`config.mk`:
```
export PLATFORM = sky130hd
export DESIGN_NAME = c2h_pkt_source
export DESIGN_NICKNAME = d
export VERILOG_FILES = /design/src/rtl/pktsrc_pkg.sv /design/src/rtl/pktsrc_req_gate.sv /design/src/rtl/pktsrc_beat_build.sv /design/src/rtl/pktsrc_ctrl_ecc.sv /design/src/rtl/c2h_pkt_source.sv
export SDC_FILE = /design/constraint.sdc
export NUM_CORES = 1
export LEC_CHECK = 0
export ABC_AREA = 1
export BUFFER_PORTS_ARGS = -buffer_cell sky130_fd_sc_hd__buf_2
export CORE_ASPECT_RATIO = 1.75
export CORE_MARGIN = 5
export CORE_UTILIZATION = 25
export CTS_BUF_LIST = sky130_fd_sc_hd__clkbuf_4 sky130_fd_sc_hd__clkbuf_8
export DETAILED_ROUTE_END_ITERATION = 10
export PLACE_DENSITY = 0.52
export SLEW_MARGIN = 20
export SYNTH_ARGS = -nofsm -noshare
export SYNTH_HDL_FRONTEND = slang
export SYNTH_SLANG_ARGS = --single-unit
```
`constraint.sdc`:
```
create_clock -name clk -period 15.3 [get_ports clk]
set_input_delay 0 -clock clk [delete_from_list [all_inputs] [get_ports clk]]
set_output_delay 0 -clock clk [all_outputs]
set_load 0.02 [all_outputs]
```
`src/rtl/pktsrc_pkg.sv`:
```
`timescale 1ns/1ps
package pktsrc_pkg;

  localparam int LEN_W    = 16;
  localparam int QID_W    = 12;
  localparam int PORT_W   = 3;
  localparam int MTY_W    = 6;
  localparam int ECC_W    = 7;
  localparam int WORD_W   = 57;
  localparam int CRC_W    = 32;
  localparam int MAX_BYTES = 64;
  localparam int MAX_W    = MAX_BYTES * 8;
  localparam logic [CRC_W-1:0] CRC_POLY_REFL = 32'hEDB88320;

  typedef struct packed {
    logic [LEN_W-1:0]  len;
    logic [QID_W-1:0]  qid;
    logic [PORT_W-1:0] port;
    logic              cmpt;
    logic              marker;
  } pkt_ctrl_t;

  // Fixed-order control word, most significant field first.
  function automatic logic [WORD_W-1:0] ctrl_word(input pkt_ctrl_t c);
    return {24'h000000, c.cmpt, c.marker, c.port, c.qid, c.len};
  endfunction

  // Hamming code over 63 positions plus an overall parity bit.
  function automatic logic [ECC_W-1:0] secded_code(input logic [WORD_W-1:0] w);
    logic [63:0]       cw;
    logic [WORD_W-1:0] ws;
    logic [63:0]       cs;
    logic [5:0]        chk;
    cw  = '0;
    ws  = w;
    for (int p = 1; p < 64; p++) begin
      if ((p & (p - 1)) != 0) begin
        cw = cw | (64'(ws[0]) << p);
        ws = ws >> 1;
      end
    end
    chk = '0;
    cs  = cw;
    for (int p = 0; p < 64; p++) begin
      if (cs[0]) chk = chk ^ 6'(p);
      cs = cs >> 1;
    end
    return {(^cw) ^ (^chk), chk};
  endfunction

  // Reflected CRC-32 over the first nbytes bytes, byte 0 at the bottom.
  function automatic logic [CRC_W-1:0] crc32_beat(input logic [MAX_W-1:0] d,
                                                  input logic [6:0] nbytes);
    logic [CRC_W-1:0] r;
    logic [7:0]       byt;
    r = '1;
    for (int i = 0; i < MAX_BYTES; i++) begin
      if (7'(i) < nbytes) begin
        byt = 8'(d >> (8 * i));
        for (int j = 0; j < 8; j++) begin
          if (r[0] ^ byt[0]) r = (r >> 1) ^ CRC_POLY_REFL;
          else               r = r >> 1;
          byt = byt >> 1;
        end
      end
    end
    return ~r;
  endfunction

  // Beats needed for len bytes at 2**bsh bytes per beat, at least one.
  function automatic logic [16:0] beats_needed(input logic [LEN_W-1:0] len,
                                               input int unsigned bsh);
    logic [16:0] s;
    if (len == '0) return 17'd1;
    s = {1'b0, len} + ((17'd1 << bsh) - 17'd1);
    return s >> bsh;
  endfunction

endpackage

```
`src/rtl/pktsrc_req_gate.sv`:
```
`timescale 1ns/1ps
module pktsrc_req_gate
  import pktsrc_pkg::*;
#(
  parameter int          BSH   = 3,
  parameter logic [15:0] LIMIT = 16'd15872
) (
  input  logic             clk,
  input  logic             rst_n,
  input  logic             req_valid,
  input  logic [LEN_W-1:0] req_len,
  input  logic [QID_W-1:0] req_qid,
  input  logic [PORT_W-1:0] req_port,
  input  logic             req_cmpt,
  input  logic             req_marker,
  input  logic             busy,
  output logic             req_ready,
  output logic             pkt_accept,
  output logic             pkt_reject,
  output logic             req_err,
  output pkt_ctrl_t        ctrl_q,
  output logic [16:0]      nbeats_q
);

  logic too_long;
  logic take;

  assign too_long   = req_len > LIMIT;
  assign req_ready  = !busy;
  assign take       = req_valid && req_ready;
  assign pkt_accept = take && !too_long;
  assign pkt_reject = take && too_long;

  always_ff @(posedge clk) begin
    if (!rst_n) begin
      req_err  <= 1'b0;
      ctrl_q   <= '0;
      nbeats_q <= '0;
    end else begin
      req_err <= pkt_reject;
      if (pkt_accept) begin
        ctrl_q.len    <= req_len;
        ctrl_q.qid    <= req_qid;
        ctrl_q.port   <= req_port;
        ctrl_q.cmpt   <= req_cmpt;
        ctrl_q.marker <= req_marker;
        nbeats_q      <= beats_needed(req_len, BSH);
      end
    end
  end

endmodule

```
`src/rtl/pktsrc_beat_build.sv`:
```
`timescale 1ns/1ps
module pktsrc_beat_build
  import pktsrc_pkg::*;
#(
  parameter int DATA_W = 64
) (
  input  logic [DATA_W-1:0] raw,
  input  logic [16:0]       idx,
  input  logic [16:0]       nbeats,
  input  logic [LEN_W-1:0]  len,
  output logic [DATA_W-1:0] data_o,
  output logic [CRC_W-1:0]  crc_o,
  output logic              last_o,
  output logic [MTY_W-1:0]  mty_o
);

  localparam int BYTES = DATA_W / 8;
  localparam int BSH   = $clog2(BYTES);

  logic [16:0]      base;
  logic [16:0]      rem;
  logic [6:0]       nvalid;
  logic [MAX_W-1:0] wide;

  always_comb begin
    last_o = (idx + 17'd1) == nbeats;
    base   = idx << BSH;
    rem    = {1'b0, len} - base;
    if (len == '0)                 nvalid = 7'd0;
    else if (rem >= 17'(BYTES))    nvalid = 7'(BYTES);
    else                           nvalid = rem[6:0];
    mty_o = (last_o && len != '0) ? 6'(7'(BYTES) - nvalid) : 6'd0;
  end

  for (genvar b = 0; b < BYTES; b++) begin : g_byte_mask
    assign data_o[8*b +: 8] = (7'(b) < nvalid) ? raw[8*b +: 8] : 8'h00;
  end

  always_comb begin
    wide               = '0;
    wide[DATA_W-1:0]   = data_o;
    crc_o              = crc32_beat(wide, nvalid);
  end

endmodule

```
`src/rtl/pktsrc_ctrl_ecc.sv`:
```
`timescale 1ns/1ps
module pktsrc_ctrl_ecc
  import pktsrc_pkg::*;
(
  input  pkt_ctrl_t        ctrl,
  output logic [ECC_W-1:0] ecc
);

  logic [WORD_W-1:0] word;

  assign word = ctrl_word(ctrl);
  assign ecc  = secded_code(word);

endmodule

```
`src/rtl/c2h_pkt_source.sv`:
```
`timescale 1ns/1ps
module c2h_pkt_source
  import pktsrc_pkg::*;
#(
  parameter int DATA_W         = 64,
  parameter int HOST_BUF_BYTES = 512
) (
  input  logic              clk,
  input  logic              rst_n,
  input  logic              req_valid,
  output logic              req_ready,
  input  logic [15:0]       req_len,
  input  logic [11:0]       req_qid,
  input  logic [2:0]        req_port,
  input  logic              req_cmpt,
  input  logic              req_marker,
  output logic              req_err,
  output logic              fetch_en,
  output logic [15:0]       fetch_idx,
  input  logic [DATA_W-1:0] fetch_data,
  output logic              m_tvalid,
  input  logic              m_tready,
  output logic [DATA_W-1:0] m_tdata,
  output logic [31:0]       m_tcrc,
  output logic              m_tlast,
  output logic [5:0]        m_mty,
  output logic [15:0]       m_len,
  output logic [11:0]       m_qid,
  output logic [2:0]        m_port,
  output logic              m_cmpt,
  output logic              m_marker,
  output logic [6:0]        m_ecc
);

  localparam int BYTES       = DATA_W / 8;
  localparam int BSH         = $clog2(BYTES);
  localparam int LEN_LIMIT   = 31 * HOST_BUF_BYTES;
  localparam int LIMIT_CLAMP = (LEN_LIMIT > 65535) ? 65535 : LEN_LIMIT;
  localparam logic [15:0] LIMIT_W = LIMIT_CLAMP[15:0];

  // Named internal events
  logic        pkt_accept;
  logic        pkt_reject;
  logic        busy_q;
  logic [16:0] idx_q;
  logic [16:0] nbeats_q;
  logic        more_beats;
  logic        out_free;
  logic        fetch_go;
  logic        beat_taken;
  logic        last_taken;
  pkt_ctrl_t   ctrl_q;

  logic [DATA_W-1:0] bb_data;
  logic [CRC_W-1:0]  bb_crc;
  logic              bb_last;
  logic [MTY_W-1:0]  bb_mty;

  pktsrc_req_gate #(
    .BSH   (BSH),
    .LIMIT (LIMIT_W)
  ) u_gate (
    .clk        (clk),
    .rst_n      (rst_n),
    .req_valid  (req_valid),
    .req_len    (req_len),
    .req_qid    (req_qid),
    .req_port   (req_port),
    .req_cmpt   (req_cmpt),
    .req_marker (req_marker),
    .busy       (busy_q),
    .req_ready  (req_ready),
    .pkt_accept (pkt_accept),
    .pkt_reject (pkt_reject),
    .req_err    (req_err),
    .ctrl_q     (ctrl_q),
    .nbeats_q   (nbeats_q)
  );

  pktsrc_beat_build #(
    .DATA_W (DATA_W)
  ) u_beat (
    .raw    (fetch_data),
    .idx    (idx_q),
    .nbeats (nbeats_q),
    .len    (ctrl_q.len),
    .data_o (bb_data),
    .crc_o  (bb_crc),
    .last_o (bb_last),
    .mty_o  (bb_mty)
  );

  pktsrc_ctrl_ecc u_ecc (
    .ctrl (ctrl_q),
    .ecc  (m_ecc)
  );

  assign more_beats = idx_q < nbeats_q;
  assign out_free   = !m_tvalid || m_tready;
  assign fetch_go   = busy_q && more_beats && out_free;
  assign beat_taken = m_tvalid && m_tready;
  assign last_taken = beat_taken && m_tlast;

  assign fetch_en  = fetch_go && (ctrl_q.len != 16'd0);
  assign fetch_idx = idx_q[15:0];

  assign m_len    = ctrl_q.len;
  assign m_qid    = ctrl_q.qid;
  assign m_port   = ctrl_q.port;
  assign m_cmpt   = ctrl_q.cmpt;
  assign m_marker = ctrl_q.marker;

  always_ff @(posedge clk) begin
    if (!rst_n) begin
      busy_q   <= 1'b0;
      idx_q    <= '0;
      m_tvalid <= 1'b0;
      m_tdata  <= '0;
      m_tcrc   <= '0;
      m_tlast  <= 1'b0;
      m_mty    <= '0;
    end else begin
      if (pkt_accept) begin
        busy_q <= 1'b1;
        idx_q  <= '0;
      end else begin
        if (last_taken) busy_q <= 1'b0;
        if (fetch_go)   idx_q  <= idx_q + 17'd1;
      end
      if (fetch_go) begin
        m_tvalid <= 1'b1;
        m_tdata  <= bb_data;
        m_tcrc   <= bb_crc;
        m_tlast  <= bb_last;
        m_mty    <= bb_mty;
      end else if (beat_taken) begin
        m_tvalid <= 1'b0;
      end
    end
  end

endmodule

```
==> impl_results.md, run 1 <==
* Via count at approximately 29000
* First drt pass iteration count at 8
* Arr. time, crit path at 11200 ps
* Wire per inst at around 22 µm
* Layout cell share with drive strength beyond 1 at ~15%
* Multi-input gate area in the final layout at 17800 µm²
* Slowest Stage Delay on Critical Path at a little under 500 ps
* Global-route usage over all layers at between 20% and 30%
* Final min period at about 11000 ps
* Height of the die at ~410 µm
* Routed via count divided by cell count at ~5.1
* Warnings, synthesis at 0
* Cell area after synthesis at 23200 µm²
* Post-synthesis register bit count at 170
* Number of nets in the finished design at 4625
* Row cnt at around 150
* Critical R2R Launch: u_gate.ctrl_q[20]$_SDFFE_PN0P_
* Cell seen most often among critical-path stages: sky130_fd_sc_hd__nand2_1
* Count of distinct cell types in the synthesized netlist at just over 60
* Vias in the first global route at approximately 28000
* Result of the run: finished clean
* Kind of critical path: flop to flop
* Sum of negative setup slack at 0 ps
* Initial core utilization at approximately 25%
* DRC violations left at 0
* Count of flip-flops with a built-in enable after synthesis at 0
* Number of buffers on the longest clock path at 2
* Half-perimeter wire length after detailed placement at roughly 100000 µm
* Post-route insts no fill at between 5000 and 6000
* ANT nets after route at 0
* Pin slew with the least headroom to its limit at around 1200 ps
* CP Max Fanout at 32
* Avg Cell Area, Syn at ~5.5 µm²
* Fillers at approximately 11000
* Headroom to the max-slew limit at roughly 18%
* Worst Setup SP: u_gate.ctrl_q[20]$_SDFFE_PN0P_
* Sequential area share after synthesis at between 10% and 20%
* Clock skew after layout at between 20 and 25 ps
* Number of instances in the placed design at approximately 5600
* Type of the tightest min-delay check: primary input to flop
* Max-slew violation count at 0
* Maximum number of pins on one net before global-route repair at 74
* Worst Setup Start Kind: flop
* # port buffers at between 200 and 300
* Overflow left after global routing at 0
* Final period utilization at a little over two thirds
* Area of all sequential standard cells at between 3000 and 4000 µm²
* Area Growth Syn to Fin at 16.4%
* Clk Latency, worst-skew pair at 560 ps
* Slowest stage cell, crit path: sky130_fd_sc_hd__nand3_4
* Master cell of the clock root buffer: sky130_fd_sc_hd__clkbuf_8
* Starting DRC count in detailed routing at roughly 2300
* Count of final setup violators at 0
* Count of H-tree levels built during CTS at 4
* Count of endpoints failing hold in the final timing report at 0
* TritonCTS clock tree: yes
* Sort of element at the end of the critical path: flop
* WL final at 123000 µm
* Achievable frequency at 93.3 MHz
* Required time at the endpoint of the critical path at around 16000 ps
* Core footprint at a little over 90000 µm²
* Total clock buffers created by CTS at 17
* Predominant post-synthesis flop cell: sky130_fd_sc_hd__dfxtp_1
* Setup repair after global routing missed its margin: false
* RePlAce Congestion at ~1
* First-pass GRT wire length at between 150000 and 200000 µm
* Die ar. at about 100000 µm²
* Number of clock sinks at 170
* Synthesized instance count at about 4200
* Horiz. Die Dim at 240 µm
* Max-cap check violation count at 0
* Antenna violations before repair at 1
* Worst Hold Launch: fetch_data[45]
* I/O pin count at 264
* Net count of the mapped netlist at about 4300
* Post-synthesis async set-or-reset flop share at 0%
* Clock-pin transition on the worst setup and hold timing paths at around 110 ps
-- cell type report --
type	count	share of cell area (%)
Tap cell	1200	5.56
Multi-Input combinational cell	3543	65.7
Sequential cell	170	12.6
Clock buffer	18	0.917
Timing Repair Buffer	387	9.28
Clock inverter	13	0.755
Inverter	370	5.19
Antenna cell	1	0.00926
-- cells in the mapped netlist (5+ instances only) --
library cell / n / area share [%]
sky130_fd_sc_hd__nand2_1: 1718 / 28
sky130_fd_sc_hd__nand3_1: 714 / 15
sky130_fd_sc_hd__inv_1: 323 / 5.2
sky130_fd_sc_hd__nand2_2: 174 / 4.7
sky130_fd_sc_hd__dfxtp_1: 170 / 15
sky130_fd_sc_hd__nor2_1: 146 / 2.4
sky130_fd_sc_hd__xor2_1: 143 / 5.4
sky130_fd_sc_hd__o21ai_0: 128 / 2.8
sky130_fd_sc_hd__a21oi_1: 125 / 2.7
sky130_fd_sc_hd__clkbuf_1: 70 / 1.1
sky130_fd_sc_hd__nand3_2: 70 / 3.0
sky130_fd_sc_hd__xnor2_1: 50 / 1.9
sky130_fd_sc_hd__nand2_4: 39 / 1.9
sky130_fd_sc_hd__ha_1: 34 / 1.8
sky130_fd_sc_hd__inv_2: 32 / 0.52
sky130_fd_sc_hd__nand4_1: 29 / 0.78
sky130_fd_sc_hd__o21ai_1: 24 / 0.52
sky130_fd_sc_hd__buf_4: 22 / 0.71
sky130_fd_sc_hd__a211oi_1: 17 / 0.55
sky130_fd_sc_hd__buf_2: 17 / 0.37
sky130_fd_sc_hd__nor3_1: 12 / 0.26
sky130_fd_sc_hd__o211ai_1: 12 / 0.39
sky130_fd_sc_hd__or2_2: 12 / 0.32
sky130_fd_sc_hd__buf_1: 11 / 0.18
sky130_fd_sc_hd__nand3b_1: 11 / 0.36
sky130_fd_sc_hd__clkinv_1: 9 / 0.15
sky130_fd_sc_hd__buf_6: 8 / 0.39
sky130_fd_sc_hd__nor2_4: 7 / 0.34
sky130_fd_sc_hd__o22ai_1: 7 / 0.19
sky130_fd_sc_hd__xor2_2: 7 / 0.49
sky130_fd_sc_hd__inv_4: 6 / 0.16
sky130_fd_sc_hd__o21a_1: 6 / 0.19
sky130_fd_sc_hd__nor2_2: 5 / 0.13
sky130_fd_sc_hd__nor4_1: 5 / 0.13
-- worst paths after layout --
path | depth (start not counted) | to | slack (ps)
max | 60 | m_tcrc[14]$_SDFFE_PN0P_ | 4590
min | 3 | m_tdata[45]$_SDFFE_PN0P_ | 90
max reg2reg | 60 | m_tcrc[14]$_SDFFE_PN0P_ | 4590
min reg2reg | 2 | idx_q[16]$_SDFFE_PP0P_ | 450
-- registers in the layout, indices dropped and copies added (netlist names) --
register and count:
busy_q 1, idx_q 17, m_mty 6, m_tcrc 32, m_tdata 64, m_tlast 1
m_tvalid 1, u_gate.ctrl_q 33, u_gate.nbeats_q 14, u_gate.req_err 1
-- repair_timing --
| item | CTS | global route |
|---|---|---|
| hold endpoints to repair | 112 | 0 |
| resized for setup | 0 | 0 |
| setup buffers | 0 | 0 |
| hold buffers | 98 | 0 |
-- kinds of logic after synthesis --
kind of cell | Yosys count | synth area share [%]
and+or+nand+nor | 2955 | 58.1
buffers and inverters | 500 | 8.95
AOI/OAI and AO/OA | 351 | 8.51
xor gates and xnor gates | 202 | 7.91
DFF | 170 | 14.7
adders and majority gates | 35 | 1.92
-- layer usage --
layer / GRT usage [%] / vias up / share of wire (%)
met4: 16.8 / 0 / 8.5
met5: 0 / - / 0
met3: 2.72 / 359 / 5.0
li1: - / 14138 / -
met2: 43.5 / 1126 / 50
met1: 25.1 / 13402 / 36
-- per-stage QoR --
step,cell area (µm²),hold WS [ps],utilization [%],worst slack [ps]
after floorplan,23200,103,-,8220
after global placement,25600,191,27.6,4860
after detailed placement,25600,192,27.6,4810
after CTS,27000,4.81,29.2,4740
after global routing,27000,79.6,29.2,3710
final,27000,87.7,29.2,4590
-- critical path: cells and delay by family (launching register included) --
family / cells / cell delay [ps]
buffers and inverters: 5 / 590
and+or+nand+nor: 47 / 7210
xor gates and xnor gates: 3 / 770
DFF: 1 / 470
AOI/OAI and AO/OA: 3 / 890
adders and majority gates: 2 / 630
-- placed cells by master (no fill, tap or decap), types with 39 or more instances in the layout --
master                          netlist  routed
sky130_fd_sc_hd__nand2_2            174     174
sky130_fd_sc_hd__buf_2               17     262
sky130_fd_sc_hd__nand3_2             70      70
sky130_fd_sc_hd__inv_1              323     323
sky130_fd_sc_hd__nand2_1           1718    1718
sky130_fd_sc_hd__dfxtp_1            170     170
sky130_fd_sc_hd__dlygate4sd3_1        0      98
sky130_fd_sc_hd__xor2_1             143     143
sky130_fd_sc_hd__a21oi_1            125     125
sky130_fd_sc_hd__nand3_1            714     714
sky130_fd_sc_hd__nand2_4             39      39
sky130_fd_sc_hd__o21ai_0            128     126
sky130_fd_sc_hd__nor2_1             146     144
sky130_fd_sc_hd__xnor2_1             50      50
Power of run 1 is not shown: default switching activity piles up to over one toggle a cycle in this logic, so the estimate is an artifact.
==> inputs of run 2 (changes only) <==
--- a/config.mk
+++ b/config.mk
@@ -12,7 +12,7 @@
 export CORE_UTILIZATION = 25
 export CTS_BUF_LIST = sky130_fd_sc_hd__clkbuf_4 sky130_fd_sc_hd__clkbuf_8
 export DETAILED_ROUTE_END_ITERATION = 10
-export PLACE_DENSITY = 0.52
+export PLACE_DENSITY = 0.53
 export SLEW_MARGIN = 20
 export SYNTH_ARGS = -nofsm -noshare
 export SYNTH_HDL_FRONTEND = slang
==> constraint.sdc (replaced) <==
create_clock -name clk -period 9.1 [get_ports clk]
set_input_delay 0 -clock clk [delete_from_list [all_inputs] [get_ports clk]]
set_output_delay 0 -clock clk [all_outputs]
set_load 0.02 [all_outputs]
==> impl_results.md, run 2 (synthesis results as in run 1) <==
* Cell seen most often among critical-path stages: sky130_fd_sc_hd__nand2_1
* First drt pass iteration count at 6
* Total routed wire length on the met1 layer at about 46000 µm
* Number of buffers on the longest clock path at 2
* Kind of critical path: flop to flop
* Commonest non-fill, non-tap cell in the layout: sky130_fd_sc_hd__nand2_1
* Clk Latency, worst-skew pair at between 500 and 600 ps
* Slowest Stage Delay on Critical Path at 370 ps
* Initial core utilization at roughly 25%
* Half-perimeter wire length after detailed placement at approximately 110000 µm
* Headroom to the max-slew limit at between 20% and 30%
* Arr. time, crit path at 9110 ps
* Fillers at around 10000
* Final std cell area, no fill at roughly 32000 µm²
* Top register by number of flip-flops: m_tdata
* Setup slack of the most critical reg-to-reg path at about 480 ps
* Sum of negative setup slack at 0 ps
* TritonCTS clock tree: yes
* WL met2 at 62600 µm
* Count of final setup violators at 0
* Achievable frequency at about 120 MHz
* Min setup slack post-route at ~480 ps
* RePlAce Congestion at just over 1
* Maximum number of pins on one net before global-route repair at 156
* Placement Setup Slack at -191 ps
* Critical R2R Launch: idx_q[0]$_SDFFE_PP0P_
* Row cnt at 148
* Clock skew after layout at 29.8 ps
* Slowest stage cell, crit path: sky130_fd_sc_hd__dfxtp_1
* Top layer used by detailed routing: met4
* Max-cap check violation count at 0
* Area Growth Syn to Fin at 36.9%
* Top library cells by usage in the layout, fill and taps aside: 1627 x sky130_fd_sc_hd__nand2_1, 643 x sky130_fd_sc_hd__nand3_1, 459 x sky130_fd_sc_hd__buf_4, 317 x sky130_fd_sc_hd__inv_1, 262 x sky130_fd_sc_hd__buf_2
* Flip-flop count of the largest register, all copies and words added at 64
* Antenna violations before repair at 2
* Count of H-tree levels built during CTS at 4
* Hold Path End: m_tdata[8]$_SDFFE_PN0P_
* WL final at about 130000 µm
* Largest registers: m_tdata: 64 flops, u_gate.ctrl_q: 33 flops, m_tcrc: 32 flops
* Layout cell share with drive strength beyond 1 at 27.2%
* Number of clock sinks at 170
* Count of endpoints failing hold in the final timing report at 0
* I/O pin count at 264
* Critical R2R Capture: m_tcrc[19]$_SDFFE_PN0P_
* Global-route usage over all layers at roughly a quarter
* Required time at the endpoint of the critical path at 9580 ps
* Height of the die at a little over 400 µm
* Via count at about 31000
* Total clock buffers created by CTS at 17
* DRC violations left at 0
* # port buffers at 263
* Overflow left after global routing at 0
* Routed via count divided by cell count at 5.04
* Worst Setup Start Kind: flop
* Met3 layer wire length in the routed design at between 6000 and 7000 µm
* Final min period at approximately 8600 ps
* First-pass GRT wire length at 185000 µm
* Horiz. Die Dim at approximately 240 µm
* Wire per inst at a little over 20 µm
* Max-slew violation count at 0
* Result of the run: finished clean
* CP Max Fanout at 9
* Worst Hold Launch: fetch_data[8]
* Master cell of the clock root buffer: sky130_fd_sc_hd__clkbuf_8
* Number of nets in the finished design at between 5000 and 6000
* Placed instance area at 28600 µm²
* Min-Delay Path Depth at 5
* Die ar. at 99300 µm²
* Clock-pin transition on the worst setup and hold timing paths at roughly 120 ps
* Core footprint at between 90000 and 100000 µm²
* Sort of element at the end of the critical path: flop
* Pin slew with the least headroom to its limit at ~1100 ps
* Vias in the first global route at 29962
* ANT nets after route at 0
* Type of the tightest min-delay check: primary input to flop
* Final period utilization at between 90 and 100%
* Number of cells traversed by the worst register-to-register path at 72
* Starting DRC count in detailed routing at 1988
## run 2: cell types whose count changed in the layout (fill, tap and decap cells not counted), moves of 44 or more
cell	before	now
sky130_fd_sc_hd__nand2_1	1718	1627
sky130_fd_sc_hd__buf_4	26	459
sky130_fd_sc_hd__nand3_2	70	129
sky130_fd_sc_hd__nand2_4	39	86
sky130_fd_sc_hd__nand3_1	714	643
sky130_fd_sc_hd__nand2_2	174	218
## run 2: how the worst max path moves through the flow
stage / start / endpoint / slack [ps] / depth (start not counted)
6_report: idx_q[0]$_SDFFE_PP0P_ / m_tcrc[19]$_SDFFE_PN0P_ / 480 / 72
5_1_grt: u_gate.ctrl_q[20]$_SDFFE_PN0P_ / m_tcrc[21]$_SDFFE_PN0P_ / -80 / 81
4_1_cts: idx_q[0]$_SDFFE_PP0P_ / m_tcrc[19]$_SDFFE_PN0P_ / 3 / 69
3_5_place_dp: idx_q[2]$_SDFFE_PP0P_ / m_tcrc[19]$_SDFFE_PN0P_ / -190 / 71
3_3_place_gp: idx_q[2]$_SDFFE_PP0P_ / m_tcrc[19]$_SDFFE_PN0P_ / -150 / 72
2_1_floorplan: u_gate.ctrl_q[20]$_SDFFE_PN0P_ / m_tcrc[16]$_SDFFE_PN0P_ / 2020 / 59
## run 2: layout make-up
type / count / area [µm²] / area share (%)
Inverter: 370 / 1410 / 4.45
Multi-Input combinational cell: 3546 / 18900 / 59.6
Antenna cell: 1 / 2.50 / 0.00787
Tap cell: 1200 / 1500 / 4.72
Clock inverter: 13 / 160 / 0.504
Sequential cell: 170 / 3410 / 10.7
Timing Repair Buffer: 847 / 6120 / 19.2
Clock buffer: 19 / 249 / 0.783
## run 2: stage by stage
stage,util (%),hold WS [ps],instances
finish,34.3,45.4,6166
global route,34.3,3.70,6166
CTS,32.6,12.2,6115
detailed placement,30.9,190,5966
global placement,30.9,193,5966
floorplan,-,103,4213
## run 2: critical path, delay by kind of cell, from the launching register on
family | cells | cell delay, ps
simple gates | 57 | 5790
buf+inv | 10 | 1310
xor+xnor | 1 | 200
fa+ha+maj | 2 | 600
compound gates | 2 | 190
flops | 1 | 370
## run 2: layer usage
layer | up-vias | track usage [%]
met3 | 447 | 2.57
met5 | - | 0
met4 | 0 | 18.7
met1 | 14287 | 25.5
li1 | 15072 | -
met2 | 1247 | 44.7
## run 2: what timing repair did
action,CTS,global route
gates cloned,2,1
hold buffers,113,0
pin swaps,2,57
hold endpoints to repair,109,0
gates resized for setup,6,287
buffers inserted,2,49
endpoints found under the setup margin,23,32
Power of run 2 is left out for the same reason.
